### src/rtl/loop_ctl_pkg.sv
package loop_ctl_pkg;

    localparam int LSR_W        = 64;
    localparam int LC_LO        = 0;
    localparam int LC_W         = 32;
    localparam int EC_LO        = 32;
    localparam int EC_W         = 5;
    localparam int PC_LO        = 48;
    localparam int PC_W         = 5;
    localparam int VLD_BIT      = 37;
    localparam int OVF_BIT      = 38;
    localparam int HDR_LOOP_BIT = 10;

    typedef enum logic [1:0] {
        ADV_NEVER    = 2'd0,
        ADV_ON_FALSE = 2'd1,
        ADV_ON_TRUE  = 2'd2,
        ADV_ALWAYS   = 2'd3
    } adv_code_e;

    typedef struct packed {
        logic [PC_W-1:0] pcnt;
        logic [EC_W-1:0] ecnt;
        logic [LC_W-1:0] lcnt;
        logic            vld;
        logic            ovf;
    } cnt_view_t;

    function automatic cnt_view_t view_of(input logic [LSR_W-1:0] w);
        cnt_view_t v;
        v.pcnt = w[PC_LO +: PC_W];
        v.ecnt = w[EC_LO +: EC_W];
        v.lcnt = w[LC_LO +: LC_W];
        v.vld  = w[VLD_BIT];
        v.ovf  = w[OVF_BIT];
        return v;
    endfunction

    function automatic logic adv_taken(input adv_code_e c, input logic cond);
        case (c)
            ADV_ON_FALSE: return !cond;
            ADV_ON_TRUE:  return cond;
            ADV_ALWAYS:   return 1'b1;
            default:      return 1'b0;
        endcase
    endfunction

endpackage

### src/rtl/loop_adv_step.sv
module loop_adv_step
    import loop_ctl_pkg::*;
(
    input  logic [LSR_W-1:0] cur,
    input  adv_code_e        code,
    input  logic             cond,
    output logic [LSR_W-1:0] nxt
);
    cnt_view_t       v;
    logic [LC_W-1:0] lc_n;
    logic [PC_W-1:0] pc_n;
    logic [EC_W-1:0] ec_n;
    logic            lc_out;

    always_comb begin
        v      = view_of(cur);
        pc_n   = (v.pcnt == '0) ? '0 : v.pcnt - 1'b1;
        lc_n   = (v.lcnt == '0) ? '0 : v.lcnt - 1'b1;
        lc_out = (lc_n == '0);
        ec_n   = v.ecnt;
        if (lc_out && v.ecnt != '0)
            ec_n = v.ecnt - 1'b1;
        nxt = cur;
        if (adv_taken(code, cond)) begin
            nxt[PC_LO +: PC_W] = pc_n;
            nxt[LC_LO +: LC_W] = lc_n;
            nxt[EC_LO +: EC_W] = ec_n;
            if (lc_out)
                nxt[OVF_BIT] = 1'b1;
        end
    end
endmodule

### src/rtl/loop_flag_gen.sv
module loop_flag_gen
    import loop_ctl_pkg::*;
(
    input  logic [LSR_W-1:0] cur,
    input  logic             loop_mode,
    output logic             prologue,
    output logic             epilogue,
    output logic             last_iter,
    output logic             loop_end
);
    cnt_view_t v;

    always_comb begin
        v         = view_of(cur);
        last_iter = (v.lcnt < LC_W'(2)) && v.vld;
        loop_end  = (v.ecnt == '0) && last_iter;
        prologue  = loop_mode && (v.pcnt != '0);
        epilogue  = loop_mode && (v.lcnt == '0);
    end
endmodule

### src/rtl/loop_store_gate.sv
module loop_store_gate #(
    parameter int LANES = 2
) (
    input  logic [LANES-1:0] req,
    input  logic             block,
    output logic [LANES-1:0] go,
    output logic [LANES-1:0] inc
);
    for (genvar i = 0; i < LANES; i++) begin : g_lane
        assign go[i]  = req[i] && !block;
        assign inc[i] = req[i] && !block;
    end
endmodule

### src/rtl/loop_ctl_unit.sv
module loop_ctl_unit
    import loop_ctl_pkg::*;
#(
    parameter int HDR_W    = 16,
    parameter int ST_LANES = 2
) (
    input  logic                clk,
    input  logic                rst,
    input  logic                wr_en,
    input  logic [LSR_W-1:0]    wr_data,
    output logic [LSR_W-1:0]    rd_data,
    input  logic [1:0]          adv_code,
    input  logic                br_cond,
    input  logic [HDR_W-1:0]    bundle_hdr,
    input  logic [ST_LANES-1:0] st_req,
    output logic [ST_LANES-1:0] st_go,
    output logic [ST_LANES-1:0] st_inc,
    output logic                prologue,
    output logic                epilogue,
    output logic                last_iter,
    output logic                loop_end
);
    logic [LSR_W-1:0] lsr_q;
    logic [LSR_W-1:0] lsr_adv;
    logic             loop_mode;

    assign loop_mode = bundle_hdr[HDR_LOOP_BIT];
    assign rd_data   = lsr_q;

    loop_adv_step u_step (
        .cur  (lsr_q),
        .code (adv_code_e'(adv_code)),
        .cond (br_cond),
        .nxt  (lsr_adv)
    );

    loop_flag_gen u_flags (
        .cur       (lsr_q),
        .loop_mode (loop_mode),
        .prologue  (prologue),
        .epilogue  (epilogue),
        .last_iter (last_iter),
        .loop_end  (loop_end)
    );

    loop_store_gate #(.LANES(ST_LANES)) u_gate (
        .req   (st_req),
        .block (prologue),
        .go    (st_go),
        .inc   (st_inc)
    );

    always_ff @(posedge clk) begin
        if (rst)
            lsr_q <= '0;
        else if (wr_en)
            lsr_q <= wr_data;
        else
            lsr_q <= lsr_adv;
    end


    wr_prio_chk: assert property (@(posedge clk) disable iff (rst)
        wr_en |=> (lsr_q == $past(wr_data)));


    ovf_sticky_chk: assert property (@(posedge clk) disable iff (rst)
        (lsr_q[OVF_BIT] && !wr_en) |=> lsr_q[OVF_BIT]);


    pcnt_mono_chk: assert property (@(posedge clk) disable iff (rst)
        !wr_en |=> (lsr_q[PC_LO +: PC_W] <= $past(lsr_q[PC_LO +: PC_W])));


    ecnt_hold_chk: assert property (@(posedge clk) disable iff (rst)
        (!wr_en && lsr_q[LC_LO +: LC_W] > LC_W'(1)) |=> $stable(lsr_q[EC_LO +: EC_W]));


    vld_keep_chk: assert property (@(posedge clk) disable iff (rst)
        !wr_en |=> $stable(lsr_q[VLD_BIT]));


    loop_end_chk: assert property (@(posedge clk) disable iff (rst)
        loop_end |-> last_iter);


    st_block_chk: assert property (@(posedge clk) disable iff (rst)
        prologue |-> (st_go == '0 && st_inc == '0));
endmodule

### config.mk
export PLATFORM = sky130hd
export DESIGN_NAME = loop_ctl_unit
export DESIGN_NICKNAME = d
export VERILOG_FILES = /design/src/rtl/loop_ctl_pkg.sv /design/src/rtl/loop_adv_step.sv /design/src/rtl/loop_flag_gen.sv /design/src/rtl/loop_store_gate.sv /design/src/rtl/loop_ctl_unit.sv
export SDC_FILE = /design/constraint.sdc
export NUM_CORES = 1
export LEC_CHECK = 0
export ABC_CLOCK_PERIOD_IN_PS = 5400
export BUFFER_PORTS_ARGS = -buffer_cell sky130_fd_sc_hd__buf_4
export CORE_UTILIZATION = 53
export CTS_CLUSTER_DIAMETER = 30
export CTS_CLUSTER_SIZE = 10
export DETAILED_ROUTE_END_ITERATION = 16
export PLACE_DENSITY_LB_ADDON = 0.2
export RECOVER_POWER = 50
export SKIP_LAST_GASP = 1
export SLEW_MARGIN = 20
export SYNTH_ARGS = -nofsm -noshare
export SYNTH_HDL_FRONTEND = slang
export SYNTH_HIERARCHICAL = 1
export SYNTH_SLANG_ARGS = --single-unit
### constraint.sdc
create_clock -name clk -period 5.4 [get_ports clk]
set_clock_uncertainty 0.15 [all_clocks]
set_input_delay 0.27 -clock clk [delete_from_list [all_inputs] [get_ports clk]]
set_output_delay 0.27 -clock clk [all_outputs]
set_load 0.01 [all_outputs]
# --- Yosys cells after proc, flatten, opt, wreduce, memory -nomap -nowiden ---
# Cells that the tools add are included.
# W data, S select, Z words.
word_totals:
  register_bits: 64
  inputBits: 88
  output_inout_bits: 72
  word_cells: 40
classes:
  n_addsub: 3
  magnitude_cmp: 1
  eq_ne: 3
  n_mux: 9
  reduce_logical: 20
op_table:
  columns: ["operator", "count"]
  rows:
  - ["$logic_not A32 Y1", 2]
  - ["$mux W53", 1]
  - ["$mux W37", 1]
  - ["$lt A32 B2 Y1 const B", 1]
  - ["$mux W32", 1]
  - ["$sub A32 B1 Y32 const B", 1]
  - ["$mux W5", 3]
  - ["$logic_not A5 Y1", 2]
  - ["$reduce_bool A5 Y1", 2]
  - ["$sub A5 B1 Y5 const B", 2]
  - ["$logic_and A1 B1 Y1", 7]
  - ["$reduce_bool A2 Y1", 3]
  - ["$eq A2 B2 Y1 const B", 2]
  - ["$reduce_and A2 Y1", 2]
  - ["$pmux W1 S3", 1]
  - ["$eq A2 B1 Y1 const B", 1]
  - ["$logic_not A1 Y1", 2]
  - ["$mux W1", 2]

# --- Logic depth before layout (Yosys ltp) ---
depth:
  ltp_word: 7
  ltp_mapped: 12
  depth_no_buf: 12

# --- Cells and area by module ---
# Netlist, hierarchy kept.
modules_own_cells:
  columns: ["module", "n_inst", "cells_per_inst", "area_each_um2", "seq_area_each_um2"]
  rows:
  - ["loop_ctl_unit", 1, 206, 2290.9, 1281.2]
  - ["loop_adv_step", 1, 272, 1612.8, 0.0]
  - ["loop_flag_gen", 1, 19, 125.1, 0.0]
  - ["loop_store_gate", 1, 4, 27.5, 0.0]

# --- Least setup slack after synthesis ---
# Ideal clock, no wire load.
synth_path:
  path_type: "register to register"
  startpoint: "register lsr_q[0], in the netlist rd_data[0]"
  endpoint: "register lsr_q[19], in the netlist rd_data[19]"
  setup_ps: 128
  arrival_time_ps: 2602
  required_time_ps: 5122
  path_slack_ps: 2520
  path_stages_with_launch: 13
  path_buffers: 1
  synth_period_minus_slack_ps: 2880
  cell_sequence: "dfxtp_1 inv_1 ha_1 nor2b_1 and4_1 nand4b_1 nor3_2 clkbuf_1 a31oi_1 o21ai_0 o41ai_1 mux2i_1 nor2_1"
synth_via:
  elab_chain_len: 4
  word_cells_on_any_way: 5
  cone_classes: "add/sub: 1; mux: 3; reduce/logical: 1"
synth_lines:
  columns: ["element", "line_no", "rtl"]
  rows:
  - ["from (decl)", "loop_ctl_unit.sv:23", "logic [LSR_W-1:0] lsr_q;"]
  - ["from (signal assigned)", "loop_ctl_unit.sv:57", "lsr_q <= wr_data;"]
  - ["from (signal assigned)", "loop_ctl_unit.sv:59", "lsr_q <= lsr_adv;"]
  - ["$sub A32 B1 Y32 / $logic_not A32 Y1 (equally long branches)", "loop_adv_step.sv:18", "lc_n = (v.lcnt == '0) ? '0 : v.lcnt - 1'b1;"]
  - ["$mux W32 *", "loop_adv_step.sv:18", null]
  - ["$mux W37 *", "loop_adv_step.sv:24", "if (adv_taken(code, cond)) begin"]
  - ["net lsr_adv[19]", "loop_ctl_unit.sv:24", "logic [LSR_W-1:0] lsr_adv;"]
  - ["$mux W53 *", "loop_ctl_unit.sv:56", "else if (wr_en)"]
# The timed path passes the listed nets; every way through them passes the cells marked *. The select of a mux whose other input is x is not followed.
# A chain may end at the register's enable or synchronous reset.

# --- Worst setup path in the final report ---
layout_path:
  startpoint: "register lsr_q[0], in the netlist rd_data[0]"
  endpoint: "register lsr_q[31], in the netlist rd_data[31]"
# The elaborated chain is that of the path after synthesis.

==> flow_summary.ini <==
[synth]
synth.avg_cell_area_um2 = 8.097
synth_mux_area_frac = 0.1737
yosysTopAreaCell = dfxtp_1
synthFlopType = dfxtp_1
synth_top_area_share = 0.3159
synth_fa_ha_area_frac = 0.009254
synth_cell_types = 55
ys_async_sr_fraction = 0
synth-seq-cells = 64
synth_cells = 501
synth-compound-area-share = 0.1188
seq_area_frac_synth = 0.3159
synth.area.top_cells = dfxtp_1 (32%), mux2i_1 (17%), nor2_1 (8.6%), o21ai_0 (4.3%), buf_4 (4.3%)
synth_top_family_by_area = simple AND/OR/NAND/NOR gates
synth_edf_count = 0
synthSimpleGateAreaFrac = 0.2662
syn-cell-area_um2 = 4056
yosys_warnings = 6
synth_xor_area_frac = 0.01943
syn-num-nets = 592

[pwr]
p_sw_frac = 0.3270
leakage_nw = 2.204
finalPower_w = 0.001312
p_sw_w = 0.0004291
irDropWorstVdd_mv = 0.2507
internal_power_w = 0.0008832
p_seq_frac = 0.425
p_clk_frac = 0.320
pwr-share-comb = 0.255
p_per_area_nw_per_um2 = 264.9

[sta]
relSlewSlack = -2.041
max_freq_mhz = 248.2
period_minus_slack_ns = 4.029
hold_viol = 0
setup_viol = 0
setup_ws_ns = 1.371
worst_pin_slew_ns = 4.562
post-route-period-util = 0.7461
rsz0062_at_grt = false
drv_slew = 65
setup_tns_ns = 0

[global_route]
grt_pass1_wl_um = 17330
gr-total-overflow = 0
grt_pass1_vias = 3777
grt_max_degree = 65
grt_usage = 0.2783
antenna_found_initial = 0

[route]
ant_nets = 0
wl_met3_um = 853
initialDrtViolationCount = 259
via_per_inst = 5.741
drt-total-wl_um = 11050
via_count = 4093
wire_per_inst_um = 15.50
met2_length_um = 5474
top_layer_used = met4
wirelength_met1_um = 4555
drt-pass1-iter-count = 6
drc_errors = 0

[worst_setup_path]
arrival_ns = 4.08
critPathMaxFanout = 27
start_kind = register
crit_required_ns = 5.45
cp-end-kind = register
path_class = reg -> reg

[final_layout]
diodes = 0
mostFrequentLayoutCells = buf_4 (97), nor2_1 (93), mux2i_1 (66)
final_cell_area_um2 = 4955
nets = 700
mostFrequentLayoutCell = buf_4
synthToLayoutAreaGrowth_pct = 22.15
utilization = 0.6759
drive_gt1_frac = 0.2150
largest_reg_flops = 64

[floorplan]
initial_core_util = 0.5533
ios = 160
chipHeight_um = 89.49
placementRows = 31
core_area_um2 = 7331
fp.dieW_um = 89.49
dieArea_um2 = 8008

[clocking]
ctsResizeCount = 0
clock-sinks = 64
cts_setup_buffers = 0
cts_hold_buffers = 0
numCtsBuffers = 9
clk_pin_slew_ns = 0.08
cts_tree = built
clockBufferDepth = 2
cts_root_buf = clkbuf_8
ctsHtreeMaxLevel = 3
worstSkewPairLatency_ns = 0.34

[placement]
numPortBuffers = 144
place.gp.congestion = 0.8978
dpl_cell_area_um2 = 4923
dp_hpwl_um = 7725
place_ws_ns = 1.509

[outcome]
violations = capacitance limit, slew limit
status = finished with violations

[min_path]
hp-class = in -> reg

[flow_run]
drv_cap = 1
-- final timing paths --
check,from,end,slack (ns),cells after the start
hold reg to reg,rd_data[54],rd_data[54],0.35,2
setup / recovery,rd_data[0],rd_data[31],1.37,11
hold / removal,wr_data[46],rd_data[46],0.01,3
setup reg to reg,rd_data[0],rd_data[31],1.37,11
-- synth_stat cells, drive strengths merged (4+ instances only) --
master	number
mux2i	67
or4	5
nor3	21
or2	5
inv	10
nand2	39
nand4	8
buf	39
o21ai	35
nand3	7
nor4	21
o31ai	9
a21oi	10
xnor2	4
xor2	5
a31oi	4
nor2	93
clkbuf	10
o41ai	4
dfxtp	64
or3	5
-- area by class of cell --
type / instances / area [um2]
clock buffers: 9 / 123.9
clock inverters: 7 / 77.57
fillers: 653 / 2376
inverters: 10 / 37.54
multi-input cells: 378 / 2392
flip-flops and latches: 64 / 1281
well taps: 99 / 123.9
repair buffers: 146 / 918.4
-- worst max-delay path, stage by stage, from the launching register on --
cell	delay (ns)
dfxtp_1	0.38
inv_1	0.12
ha_1	0.23
nor2b_1	0.42
and4_1	0.37
nand4b_1	0.33
nor3_4	0.92
nor2_1	0.43
nand3_1	0.22
o21ai_0	0.09
mux2i_1	0.14
nor2_1	0.08
-- stage by stage --
step / hold slack [ns] / cells
after floorplan: 0.2668 / 501
after global placement: 0.3234 / 696
after detailed placement: 0.3325 / 696
after CTS: 0.002319 / 712
after global routing: 0.001239 / 713
final: 0.01281 / 713
-- layer usage --
layer	vias up	track usage
li1	1980	-
met1	1885	0.3412
met2	206	0.4712
met3	22	0.07572
met4	0	0.09380
met5	-	0
-- cell families (layout without fill, tap and decap cells) --
group,count (synthesis),in the layout
xor gates and xnor gates,9,9
buffers and inverters,59,172
adders and majority gates,3,3
and+or+nand+nor,219,219
muxes,70,70
AOI/OAI and AO/OA,77,77
DFF,64,64
-- power groups by stage --
stage | registers (W) | logic [W] | clock network, W
global route | 0.000565 | 0.000367 | 0.000450
CTS | 0.000557 | 0.000342 | 0.000430
global placement | 0.000566 | 0.000330 | 0
finish | 0.000558 | 0.000334 | 0.000420
detailed placement | 0.000568 | 0.000340 | 0
floorplan | 0.000567 | 0.000217 | 0
(Power assumes the default switching activity.)
